==> config.mk <==
export PLATFORM = sky130hd
export DESIGN_NAME = ep_tx_responder
export DESIGN_NICKNAME = d
export VERILOG_FILES = /design/src/rtl/ep_tx_pkg.sv /design/src/rtl/ep_tx_match.sv /design/src/rtl/ep_tx_store.sv /design/src/rtl/ep_tx_ctrl.sv /design/src/rtl/ep_tx_responder.sv
export SDC_FILE = /design/constraint.sdc
export NUM_CORES = 1
export LEC_CHECK = 0
export BUFFER_PORTS_ARGS = -buffer_cell sky130_fd_sc_hd__buf_4
export CORE_UTILIZATION = 35
export DETAILED_ROUTE_END_ITERATION = 12
export SKIP_CTS_REPAIR_TIMING = 1
export SLEW_MARGIN = 0
export SYNTH_ARGS = -nofsm -noshare
export SYNTH_HDL_FRONTEND = slang
export SYNTH_HIERARCHICAL = 1
export SYNTH_SLANG_ARGS = --single-unit
==> constraint.sdc <==
create_clock -name clk_i -period 7.86 [get_ports clk_i]
set_input_delay 1.179 -clock clk_i [delete_from_list [all_inputs] [get_ports clk_i]]
set_output_delay 1.179 -clock clk_i [all_outputs]
set_load 0.01 [all_outputs]
==> src/rtl/ep_tx_pkg.sv <==
package ep_tx_pkg;
  typedef enum logic [1:0] {
    TOK_IN    = 2'd0,
    TOK_OUT   = 2'd1,
    TOK_SETUP = 2'd2,
    TOK_RSVD  = 2'd3
  } tok_kind_e;

  typedef enum logic [1:0] {
    CS_IDLE = 2'd0,
    CS_WAIT = 2'd1,
    CS_SEND = 2'd2
  } ctrl_state_e;

  localparam logic [3:0] PID_ACK = 4'b0010;
  localparam logic [3:0] PID_NAK = 4'b1010;
  localparam logic [7:0] STOP_BYTE = 8'hFF;
endpackage

==> src/rtl/ep_tx_match.sv <==
module ep_tx_match #(
  parameter int ADDR_W = 7,
  parameter int EP_W   = 4,
  parameter int EP_NUM = 0
) (
  input  logic              tok_valid_i,
  input  logic [1:0]        tok_kind_i,
  input  logic [ADDR_W-1:0] tok_addr_i,
  input  logic [EP_W-1:0]   tok_ep_i,
  input  logic [ADDR_W-1:0] dev_addr_i,
  output logic              hit_o
);
  import ep_tx_pkg::*;

  localparam logic [EP_W-1:0] EP_ID = EP_W'(EP_NUM);

  logic addr_ok, ep_ok, kind_ok;

  assign addr_ok = (tok_addr_i == dev_addr_i);
  assign ep_ok   = (tok_ep_i == EP_ID);
  assign kind_ok = (tok_kind_e'(tok_kind_i) != TOK_RSVD);
  assign hit_o   = tok_valid_i && addr_ok && ep_ok && kind_ok;
endmodule

==> src/rtl/ep_tx_store.sv <==
module ep_tx_store #(
  parameter int DEPTH     = 12,
  parameter int CRC_BYTES = 2,
  parameter int CNT_W     = $clog2(DEPTH + 1),
  parameter int PTR_W     = $clog2(DEPTH)
) (
  input  logic             clk_i,
  input  logic             rst_ni,
  input  logic             open_i,
  input  logic [3:0]       crc_cnt_i,
  input  logic             wr_valid_i,
  input  logic [7:0]       wr_data_i,
  input  logic             launch_i,
  input  logic             rd_i,
  output logic             ready_o,
  output logic             sending_o,
  output logic [CNT_W-1:0] len_o,
  output logic [3:0]       crc_cnt_o,
  output logic             ovf_o,
  output logic [7:0]       rd_data_o
);
  import ep_tx_pkg::*;

  localparam logic [CNT_W-1:0] CAP_SW = CNT_W'(DEPTH);
  localparam logic [CNT_W-1:0] CAP_HW = CNT_W'(DEPTH - CRC_BYTES);

  logic [7:0]       mem [DEPTH];
  logic [CNT_W-1:0] len_q, rd_ptr_q, cap;
  logic [3:0]       crc_q;
  logic             fill_q, ready_q, send_q, ovf_q;
  logic             open_ok, wr_seen, wr_stop, wr_take, wr_drop, pop, last_pop;

  assign cap      = (crc_q != 4'd0) ? CAP_HW : CAP_SW;
  assign open_ok  = open_i && !send_q;
  assign wr_seen  = !open_ok && wr_valid_i && fill_q;
  assign wr_stop  = wr_seen && (wr_data_i == STOP_BYTE);
  assign wr_take  = wr_seen && !wr_stop && (len_q < cap);
  assign wr_drop  = wr_seen && !wr_stop && !(len_q < cap);
  assign pop      = send_q && rd_i;
  assign last_pop = pop && (rd_ptr_q == len_q - CNT_W'(1));

  always_ff @(posedge clk_i or negedge rst_ni) begin
    if (!rst_ni) begin
      fill_q   <= 1'b0;
      ready_q  <= 1'b0;
      send_q   <= 1'b0;
      ovf_q    <= 1'b0;
      len_q    <= '0;
      rd_ptr_q <= '0;
      crc_q    <= '0;
    end else begin
      if (open_ok) begin
        fill_q  <= 1'b1;
        ready_q <= 1'b0;
        ovf_q   <= 1'b0;
        len_q   <= '0;
        crc_q   <= crc_cnt_i;
      end else if (wr_stop) begin
        fill_q  <= 1'b0;
        ready_q <= (len_q != '0);
      end else if (wr_take) begin
        len_q <= len_q + CNT_W'(1);
      end else if (wr_drop) begin
        ovf_q <= 1'b1;
      end

      if (launch_i) begin
        send_q   <= 1'b1;
        rd_ptr_q <= '0;
      end else if (last_pop) begin
        send_q   <= 1'b0;
        ready_q  <= 1'b0;
        len_q    <= '0;
        rd_ptr_q <= '0;
      end else if (pop) begin
        rd_ptr_q <= rd_ptr_q + CNT_W'(1);
      end
    end
  end

  always_ff @(posedge clk_i) begin
    if (wr_take) mem[len_q[PTR_W-1:0]] <= wr_data_i;
  end

  assign rd_data_o = mem[rd_ptr_q[PTR_W-1:0]];
  assign ready_o   = ready_q;
  assign sending_o = send_q;
  assign len_o     = len_q;
  assign crc_cnt_o = crc_q;
  assign ovf_o     = ovf_q;
endmodule

==> src/rtl/ep_tx_ctrl.sv <==
module ep_tx_ctrl (
  input  logic       clk_i,
  input  logic       rst_ni,
  input  logic       tok_hit_i,
  input  logic [1:0] tok_kind_i,
  input  logic       data_done_i,
  input  logic       ready_i,
  input  logic       sending_i,
  output logic       launch_o,
  output logic       tx_start_o,
  output logic       hs_valid_o,
  output logic [3:0] hs_pid_o
);
  import ep_tx_pkg::*;

  ctrl_state_e st_q, st_d;
  tok_kind_e   kind_q, kind_d, kind_in;
  logic        launch_d, hs_d, start_q, hs_q;
  logic [3:0]  pid_d, pid_q;

  assign kind_in = tok_kind_e'(tok_kind_i);

  always_comb begin
    st_d     = st_q;
    kind_d   = kind_q;
    launch_d = 1'b0;
    hs_d     = 1'b0;
    pid_d    = PID_NAK;
    unique case (st_q)
      CS_IDLE: begin
        if (tok_hit_i) begin
          if (kind_in == TOK_IN) begin
            if (ready_i) begin
              launch_d = 1'b1;
              st_d     = CS_SEND;
            end else begin
              hs_d = 1'b1;
            end
          end else begin
            kind_d = kind_in;
            st_d   = CS_WAIT;
          end
        end
      end
      CS_WAIT: begin
        if (data_done_i) begin
          if (ready_i) begin
            launch_d = 1'b1;
            st_d     = CS_SEND;
          end else begin
            hs_d  = 1'b1;
            pid_d = (kind_q == TOK_SETUP) ? PID_ACK : PID_NAK;
            st_d  = CS_IDLE;
          end
        end
      end
      CS_SEND: begin
        if (!sending_i) st_d = CS_IDLE;
      end
      default: st_d = CS_IDLE;
    endcase
  end

  always_ff @(posedge clk_i or negedge rst_ni) begin
    if (!rst_ni) begin
      st_q    <= CS_IDLE;
      kind_q  <= TOK_IN;
      start_q <= 1'b0;
      hs_q    <= 1'b0;
      pid_q   <= PID_NAK;
    end else begin
      st_q    <= st_d;
      kind_q  <= kind_d;
      start_q <= launch_d;
      hs_q    <= hs_d;
      if (hs_d) pid_q <= pid_d;
    end
  end

  assign launch_o   = launch_d;
  assign tx_start_o = start_q;
  assign hs_valid_o = hs_q;
  assign hs_pid_o   = pid_q;
endmodule

==> src/rtl/ep_tx_responder.sv <==
module ep_tx_responder #(
  parameter int DEPTH     = 12,
  parameter int CRC_BYTES = 2,
  parameter int ADDR_W    = 7,
  parameter int EP_W      = 4,
  parameter int EP_NUM    = 0,
  parameter int CNT_W     = $clog2(DEPTH + 1)
) (
  input  logic              clk_i,
  input  logic              rst_ni,
  input  logic [ADDR_W-1:0] dev_addr_i,
  input  logic              open_i,
  input  logic [3:0]        crc_cnt_i,
  input  logic              wr_valid_i,
  input  logic [7:0]        wr_data_i,
  output logic              ovf_o,
  output logic              data_rdy_o,
  input  logic              tok_valid_i,
  input  logic [1:0]        tok_kind_i,
  input  logic [ADDR_W-1:0] tok_addr_i,
  input  logic [EP_W-1:0]   tok_ep_i,
  input  logic              data_done_i,
  output logic              tx_start_o,
  output logic [CNT_W-1:0]  tx_len_o,
  output logic [3:0]        tx_crc_cnt_o,
  output logic [7:0]        tx_data_o,
  input  logic              tx_rd_i,
  output logic              hs_valid_o,
  output logic [3:0]        hs_pid_o
);
  localparam int PTR_W = $clog2(DEPTH);

  logic tok_hit, launch, ready, sending;

  ep_tx_match #(
    .ADDR_W (ADDR_W),
    .EP_W   (EP_W),
    .EP_NUM (EP_NUM)
  ) u_match (
    .tok_valid_i (tok_valid_i),
    .tok_kind_i  (tok_kind_i),
    .tok_addr_i  (tok_addr_i),
    .tok_ep_i    (tok_ep_i),
    .dev_addr_i  (dev_addr_i),
    .hit_o       (tok_hit)
  );

  ep_tx_store #(
    .DEPTH     (DEPTH),
    .CRC_BYTES (CRC_BYTES),
    .CNT_W     (CNT_W),
    .PTR_W     (PTR_W)
  ) u_store (
    .clk_i      (clk_i),
    .rst_ni     (rst_ni),
    .open_i     (open_i),
    .crc_cnt_i  (crc_cnt_i),
    .wr_valid_i (wr_valid_i),
    .wr_data_i  (wr_data_i),
    .launch_i   (launch),
    .rd_i       (tx_rd_i),
    .ready_o    (ready),
    .sending_o  (sending),
    .len_o      (tx_len_o),
    .crc_cnt_o  (tx_crc_cnt_o),
    .ovf_o      (ovf_o),
    .rd_data_o  (tx_data_o)
  );

  ep_tx_ctrl u_ctrl (
    .clk_i       (clk_i),
    .rst_ni      (rst_ni),
    .tok_hit_i   (tok_hit),
    .tok_kind_i  (tok_kind_i),
    .data_done_i (data_done_i),
    .ready_i     (ready),
    .sending_i   (sending),
    .launch_o    (launch),
    .tx_start_o  (tx_start_o),
    .hs_valid_o  (hs_valid_o),
    .hs_pid_o    (hs_pid_o)
  );

  assign data_rdy_o = ready;
endmodule

Word-level counts from Yosys, hierarchy flattened
Memories as Yosys holds them, arrays and structs flattened.
Index checks and enable logic that the tools add are counted.
{"block": "classes", "add_sub_neg": 3, "multipliers": 0, "div_mod_pow": 0, "order_cmp": 1, "n_eq_ne": 13, "shifts": 0, "mux": 44, "bitwise_logic": 1, "reduce_logical": 28}
{"op": "two-way mux 4 bit", "n": 12}
{"op": "two-way mux 1 bit", "n": 22}
{"op": "logical AND 1 bit", "n": 12}
{"op": "two-way mux 2 bit", "n": 6}
{"op": "adder 4 x 1 -> 4 bit, second input constant", "n": 2}
{"op": "== test 8 bit, second input constant", "n": 1}
{"op": "inequality test 2 bit, second input constant", "n": 4}
{"op": "nonzero test 4 bit", "n": 2}
{"op": "== test 7 bit", "n": 1}
{"op": "case mux 2 bit (3 select lines)", "n": 1}
{"op": "AND reduction 3 bit", "n": 2}
{"op": "nonzero test 2 bit", "n": 3}
{"op": "== test 2 bit, second input constant", "n": 2}
{"op": "== test 4 bit", "n": 1}
{"op": "zero test 1 bit", "n": 4}
{"op": "zero test 2 bit", "n": 2}
{"op": "zero test 4 bit", "n": 1}
{"op": "< comparator 4 bit", "n": 1}
{"op": "inequality test 2 x 1 -> 1 bit, second input constant", "n": 2}
{"op": "case mux 1 bit (2 select lines)", "n": 2}
{"op": "AND reduction 4 bit", "n": 1}
{"op": "subtractor 4 x 1 -> 4 bit, second input constant", "n": 1}
{"op": "two-way mux 3 bit", "n": 1}
{"op": "inequality test 3 bit, second input constant", "n": 1}
{"op": "3 further kinds", "n": 3}
{"block": "word_totals", "regBits": 26, "latchBits": 0, "mem_bits_rw": 96, "rom_bits": 0, "output_inout_bits": 24, "elab_cells": 103, "mem_count": 1}
{"name": "u_store.mem", "words": 12, "word_bits": 8, "read_ports": 1, "rd_clocked_by_memory_dff": 0, "wr": 1, "line": "ep_tx_store.sv:27", "source": "logic [7:0] mem [DEPTH];"}

Depth between registers and ports, before layout
Gate-level depths: netlist (run 1).
{"block": "logic_depth", "depth_word": 14, "depth_mapped": 9, "mapped_depth_nobuf": 9}

Cells and area by module
Netlist (run 1), hierarchy kept.
{"module": "ep_tx_store", "instances": 1, "cells_each": 269, "area_each_um2": 4747.1, "seq_area_each_um2": 3283.1}
{"module": "ep_tx_ctrl", "instances": 1, "cells_each": 32, "area_each_um2": 346.6, "seq_area_each_um2": 176.4}
{"module": "ep_tx_match", "instances": 1, "cells_each": 13, "area_each_um2": 106.4, "seq_area_each_um2": 0.0}

Least setup slack after synthesis (run 1)
Ideal clock, no wire load.
{"block": "synth_path", "path_kind": "input to register", "startpoint": "input port wr_data_i[7]", "endpoint": "memory u_store.mem[3][0], enable pin", "setup_ps": 395, "arrival_ps": 2395, "required_time_ps": 7465, "path_slack_ps": 5071, "cell_stages": 3, "cell_sequence": "nand4_1 -> o2111ai_4 -> nor4_1"}
{"block": "synth_between", "elab_chain_len": 7}
{"item": "start, declared", "line": "ep_tx_responder.sv:15", "source": "input logic [7:0] wr_data_i,"}
{"item": "== test 8 bit", "line": "ep_tx_store.sv:36", "source": "assign wr_stop = wr_seen && (wr_data_i == STOP_BYTE);"}
{"item": "logical AND 1 bit", "line": "ep_tx_store.sv:36"}
{"item": "zero test 1 bit", "line": "ep_tx_store.sv:37", "source": "assign wr_take = wr_seen && !wr_stop && (len_q < cap);"}
{"item": "logical AND 1 bit (2 in series)", "line": "ep_tx_store.sv:37"}
{"item": "two-way mux 1 bit", "line": "ep_tx_store.sv:82", "source": "if (wr_take) mem[len_q[PTR_W-1:0]] <= wr_data_i;"}
{"item": "two-way mux 1 bit (implied by the code)", "line": "ep_tx_store.sv:82"}
{"item": "end, declared", "line": "ep_tx_store.sv:27"}
No other way between the ends.

Worst setup path in the final report (run 1)
{"block": "layout_path", "startpoint": "register u_store.rd_ptr_q[0]", "endpoint": "output port tx_data_o[0]"}
{"block": "layout_between", "elab_chain_len": 1}
{"item": "start, declared", "line": "ep_tx_store.sv:28", "source": "logic [CNT_W-1:0] len_q, rd_ptr_q, cap;"}
{"item": "start signal, assigned", "line": "ep_tx_store.sv:76", "source": "rd_ptr_q <= rd_ptr_q + CNT_W'(1);"}
{"item": "memory (12 x 8 bit)"}
{"item": "end, declared", "line": "ep_tx_responder.sv:26", "source": "output logic [7:0] tx_data_o,"}
No other way between the ends.

==> metrics.md, run 1 <==
| Metric | Value |
|---|---|
| Kind of start point of the critical path | `register` |
| Post-place setup slack | `4.59 ns` |
| Number of fill cells | `1321` |
| Fin nets | `424` |
| Most frequent CP cell | `buf_4` |
| Final setup TNS | `0 ns` |
| Power Density | `338 nW/um2` |
| Chip width | `124 um` |
| Power, Total | `0.00213 W` |
| Max Cap Viol | `0` |
| Yosys reg bits | `119` |
| Pre-antenna DRT Iters | `4` |
| Post-synth EDFFs | `96` |
| Hold Slack | `0.471 ns` |
| Buf/Inv on CP | `2` |
| TritonCTS clock tree | `yes` |
| GP Congestion | `0.717` |
| Synth cell types | `49` |
| Final Hold Fails | `0` |
| Slowest cell on the critical path | `mux4_2` |
| Avg WL per Cell | `18.4 um` |
| Avg Cell Area, Syn | `16.6 um2` |
| Synth area leaders | `edfxtp_1 (55%), dfrtp_1 (11%), mux4_2 (10%)` |
| Worst setup EP type | `output port` |
| Number of global-route vias before repair | `3094` |
| Initial antenna violation count | `0` |
| IO Count | `63` |
| Synth warnings | `6` |
| Total Routed Length | `10.6 mm` |
| Max Slew Vio Count | `0` |
| Critical path data required time | `6.68 ns` |
| Most common cell in the netlist | `edfxtp_1` |
| Hold Crit Start | `u_ctrl/hs_pid_o[3]` |
| Clk_skew | `0.0133 ns` |
| Row cnt | `44` |
| Post-synth top cells | `edfxtp_1 (96), nand2_1 (25), mux4_2 (24)` |
| Hpwl dp | `6.88 mm` |
| Largest net degree at the start of global routing | `26` |
| Post-DRT Antenna Nets | `0` |
| Crit path max-delay family | `multiplexers` |
| First-pass GRT wire length | `16.6 mm` |
| FMAX | `276 MHz` |
| Synth area leader | `edfxtp_1` |
| Hold Path Class | `register to register` |
| Slew HR | `25.6%` |
| Final Setup Violations | `0` |
| Clk slew on worst S/H paths | `0.05 ns` |
| Htree depth | `4` |
| Root Buffer | `clkbuf_16` |
| Cell Area, Synth | `5200 um2` |
| DRC errors left | `0` |
| Critical path class | `register to output port` |
| Status | `complete, no violations` |
| Clock Latency Late Sink | `0.41 ns` |
| TritonCTS buffer count | `17` |
| Crit-path max FO | `25` |
| GR Overflow Total | `0` |
| Unrepaired setup endpoints after global routing | `no` |
| Cells after synthesis | `314` |
| Core area | `14500 um2` |
| Post-synth ARST share | `19.3%` |
| Critical Path AT | `2.45 ns` |
| Critical path startpoint | `u_store/rd_ptr_q[0]` |
| Ant diodes | `0` |
| Initial core utilization | `35.8%` |
| Pleak | `2.24 nW` |
| Worst setup margin | `4.23 ns` |
| All-Layer GR Usage | `15.4%` |
| Die area | `15300 um2` |
| Final period util | `46.2%` |
| Crit-path cells | `buf_4, mux4_2, mux2i_1, o21ai_0, buf_4` |
| Die extent in y | `124 um` |
| Final core occ | `43.4%` |
| Longest Clk Path Bufs | `2` |
| Share of the synthesized area in the top cell type | `55.4%` |
| Peak VDD IR | `0.000175 V` |
| Vias per inst | `5.05` |
| Vias | `2901` |
| Clock sinks | `119` |
| Commonest register cell after synthesis | `edfxtp_1` |
| Worst-Margin Slew | `1.12 ns` |
| Slowest stage delay, CP | `0.56 ns` |
| Seq/Total Area, Yosys | `66.5%` |
| PortBufs | `59` |
| Worst r2r src | `u_store/crc_cnt_o[1]` |
| Proportion of layout cells with a drive suffix above 1 | `32.5%` |
| Area delta synth->final | `21.3%` |
| Initial DRC Count | `247` |
| Min Tclk post-route | `3.63 ns` |
placed cells by master, fill, tap and decap left out, types with 2 or more instances in the layout:
cell,instances
a21oi_1,8
a22o_1,2
and2_1,11
buf_4,61
clkbuf_1,4
clkbuf_16,17
clkinv_1,2
clkinv_2,3
clkinvlp_4,4
conb_1,3
dfrtp_1,22
edfxtp_1,96
ha_1,6
inv_1,7
mux2i_1,9
mux4_2,24
nand2_1,25
nand2b_1,2
nand3_1,8
nand4_1,3
nor2_1,7
nor3_1,4
nor3b_1,2
nor4b_2,3
o21ai_0,13
o21ai_1,3
o31ai_1,2
or3_1,3
xnor2_1,13
cell type report:
cell class	count	area [um2]	share of cell area (%)
Multi-Input combinational cell	173	1610	25.5
Timing Repair Buffer	61	458	7.26
Sequential cell	119	3460	54.9
Tap cell	184	230	3.65
Clock inverter	10	82.6	1.31
Clock buffer	21	440	6.98
Inverter	7	26.3	0.417
routing by layer:
layer  track usage, %  share of wire, %  vias up
met5                0                 0        -
met4             4.69              0.85        0
li1                 -                 -     1341
met3             4.30               5.1       11
met1             19.3                43     1457
met2             25.9                51       92
worst register-to-register path, cell delays in order, from the launching register on:
cell     delay, ns
dfrtp_1       0.40
or4_4         0.58
ha_1          0.28
o21ai_0       0.37
a21oi_4       0.10
nor4b_2       0.34
and2_1        0.48
sequential cells by signal, summed over array words and instances, names as in the netlist, 2 cells and up:
| register | flops |
|---|---|
| u_ctrl/kind_q | 2 |
| u_store/crc_cnt_o | 4 |
| u_store/mem | 96 |
| u_ctrl/st_q | 2 |
| u_store/len_o | 4 |
| u_store/rd_ptr_q | 4 |
where the power goes:
group	switching, W	internal [W]
logic	0.000287	0.000302
clock network	0.000259	0.000427
registers	0.000104	0.000752
per-stage QoR:
| stage | cell area, um2 | std cells |
|---|---|---|
| after floorplan | 5200 | 315 |
| after global placement | 5780 | 544 |
| after detailed placement | 5780 | 544 |
| after CTS | 6310 | 575 |
| after global routing | 6310 | 575 |
| final | 6310 | 575 |
cells by family after synthesis:
group / Yosys count / share of synthesized area (%)
XOR/XNOR: 14 / 2.36
other: 2 / 0.144
adder cells (fa/ha/maj): 6 / 1.44
AO/OA/AOI/OAI: 37 / 5.56
AND/OR/NAND/NOR: 79 / 8.90
buffers and inverters: 23 / 2.72
multiplexers: 34 / 12.3
flip-flops: 119 / 66.5
worst paths after layout:
kind	slack, ns	end	cells past startpoint
max	4.23	tx_data_o[0]	5
min	0.47	u_ctrl/hs_pid_o[3]	2
max reg2reg	4.94	u_store/mem[11][1]	6
min reg2reg	0.47	u_ctrl/hs_pid_o[3]	2
max in group asynchronous	6.92	u_ctrl/hs_pid_o[3]	1
min in group asynchronous	0.65	u_ctrl/hs_valid_o	1
(Power assumes the default switching activity.)
==> inputs of run 2 (changes only) <==
==> constraint.sdc (replaced) <==
create_clock -name clk_i -period 3.5 [get_ports clk_i]
set_input_delay 0.525 -clock clk_i [delete_from_list [all_inputs] [get_ports clk_i]]
set_output_delay 0.525 -clock clk_i [all_outputs]
set_load 0.01 [all_outputs]
==> run 2 against run 1 <==
Against the previous run: utilization is 0.61 points higher; hold slack worse by 0.17 ns; global-route usage is 0.48 points higher; power is 130% higher; largest power group unchanged; clock-buffer cell count is 3 lower; final area is 1.4% higher; via count is 0.14% higher; clock power is 140% higher; combinational power is 140% higher; final cell count is 0.87% higher.
==> metrics.md, run 2 (same netlist as run 1, synthesis figures left out) <==
| Metric | Value |
|---|---|
| Status | `complete, no violations` |
| Critical path data required time | `3.57 ns` |
| Total Routed Length | `10.6 mm` |
| Fin nets | `428` |
| Slew HR | `53.7%` |
| Row cnt | `44` |
| Unrepaired setup endpoints after global routing | `no` |
| Chip width | `124 um` |
| Max FFs per register | `96` |
| Ant diodes | `0` |
| Final core occ | `44.0%` |
| Clock sinks | `119` |
| DRC errors left | `0` |
| Hold Path Depth | `3` |
| Avg WL per Cell | `18.3 um` |
| Met3 Track Usage GR | `6.73%` |
| Hold Path Class | `primary input to register` |
| Area delta synth->final | `23.0%` |
| PortBufs | `59` |
| Finished Cell Area | `6390 um2` |
| All-Layer GR Usage | `15.9%` |
| GP Congestion | `0.768` |
| Hold Slack | `0.304 ns` |
| Hpwl dp | `7.07 mm` |
| Initial antenna violation count | `0` |
| Longest Clk Path Bufs | `2` |
| Pleak | `2.29 nW` |
| Die extent in y | `124 um` |
| Final setup TNS | `0 ns` |
| Grt peak-use layer | `met2` |
| FMAX | `351 MHz` |
| Kind of start point of the critical path | `register` |
| Clk_skew | `0.00714 ns` |
| Most common cell after layout, fill and taps aside | `edfxtp_1` |
| Critical path class | `register to register` |
| Peak VDD IR | `0.000422 V` |
| Most frequent cells in the layout | `edfxtp_1 (96), buf_4 (64), nand2_1 (25)` |
| Number of fill cells | `1308` |
| Clk slew on worst S/H paths | `0.05 ns` |
| Initial DRC Count | `164` |
| Proportion of layout cells with a drive suffix above 1 | `34.3%` |
| Pre-antenna DRT Iters | `4` |
| Critical Path AT | `2.91 ns` |
| Power Density | `774 nW/um2` |
| Worst setup EP type | `register` |
| Core area | `14500 um2` |
| Largest net degree at the start of global routing | `24` |
| Power, Total | `0.00495 W` |
| Max Cap Viol | `0` |
| Max Slew Vio Count | `0` |
| Worst-Margin Slew | `0.695 ns` |
| Area after DPL | `5810 um2` |
| Final Setup Violations | `0` |
| Die area | `15300 um2` |
| Htree depth | `4` |
| Met2 usage | `25.8%` |
| Clock Latency Late Sink | `0.41 ns` |
| Post-DRT Antenna Nets | `0` |
| Final period util | `81.3%` |
| TritonCTS buffer count | `17` |
| First-pass GRT wire length | `17.0 mm` |
| Met1 Track Usage GR | `19.5%` |
| Initial core utilization | `35.8%` |
| IO Count | `63` |
| TritonCTS clock tree | `yes` |
| Crit-path max FO | `8` |
| FF-to-FF path depth | `6` |
| Number of global-route vias before repair | `3058` |
| GR Overflow Total | `0` |
| Vias | `2905` |
| Vias per inst | `5.01` |
| Min Tclk post-route | `2.85 ns` |
| Final Hold Fails | `0` |
| Root Buffer | `clkbuf_16` |
[run 2: through the flow]
stage,worst slack (ns),std cells
after floorplan,0.871,315
after global placement,0.724,547
after detailed placement,0.646,547
after CTS,0.639,579
after global routing,0.436,580
final,0.653,580
[run 2: path summary, 6_finish.rpt]
path	start	end	slack (ns)
min in group asynchronous	rst_ni	u_store/sending_o	0.54
max in group asynchronous	rst_ni	u_ctrl/hs_pid_o[3]	2.68
min	crc_cnt_i[1]	u_store/crc_cnt_o[1]	0.30
max	u_store/crc_cnt_o[1]	u_store/mem[9][3]	0.65
min reg2reg	u_ctrl/hs_pid_o[3]	u_ctrl/hs_pid_o[3]	0.47
max reg2reg	u_store/crc_cnt_o[1]	u_store/mem[9][3]	0.65
[run 2: power breakdown]
group	switching, W	internal [W]
clock	0.000630	0.00105
sequential	0.000190	0.00169
combinational	0.000694	0.000695
total	0.00151	0.00343
[run 2: metal layers]
layer  vias up  share of wire (%)
li1       1358                  -
met1      1439                 42
met2        98                 50
met3        10                6.7
met4         0               0.74
met5         -                  0
[run 2: worst max-delay path, cell delays in order (launching register included)]
cell	delay, ns
dfrtp_1	0.39
or4_4	0.57
ha_1	0.29
o21ai_0	0.37
a21oi_4	0.10
nor4b_2	0.37
and2_1	0.42
[run 2: area by class of cell]
class | instances | area [um2] | area share [%]
repair buffers | 65 | 490 | 7.67
well taps | 184 | 230 | 3.60
clock buffers | 18 | 429 | 6.71
multi-input cells | 173 | 1610 | 25.2
clock inverters | 14 | 150 | 2.35
inverters | 7 | 26.3 | 0.411
flip-flops and latches | 119 | 3460 | 54.1
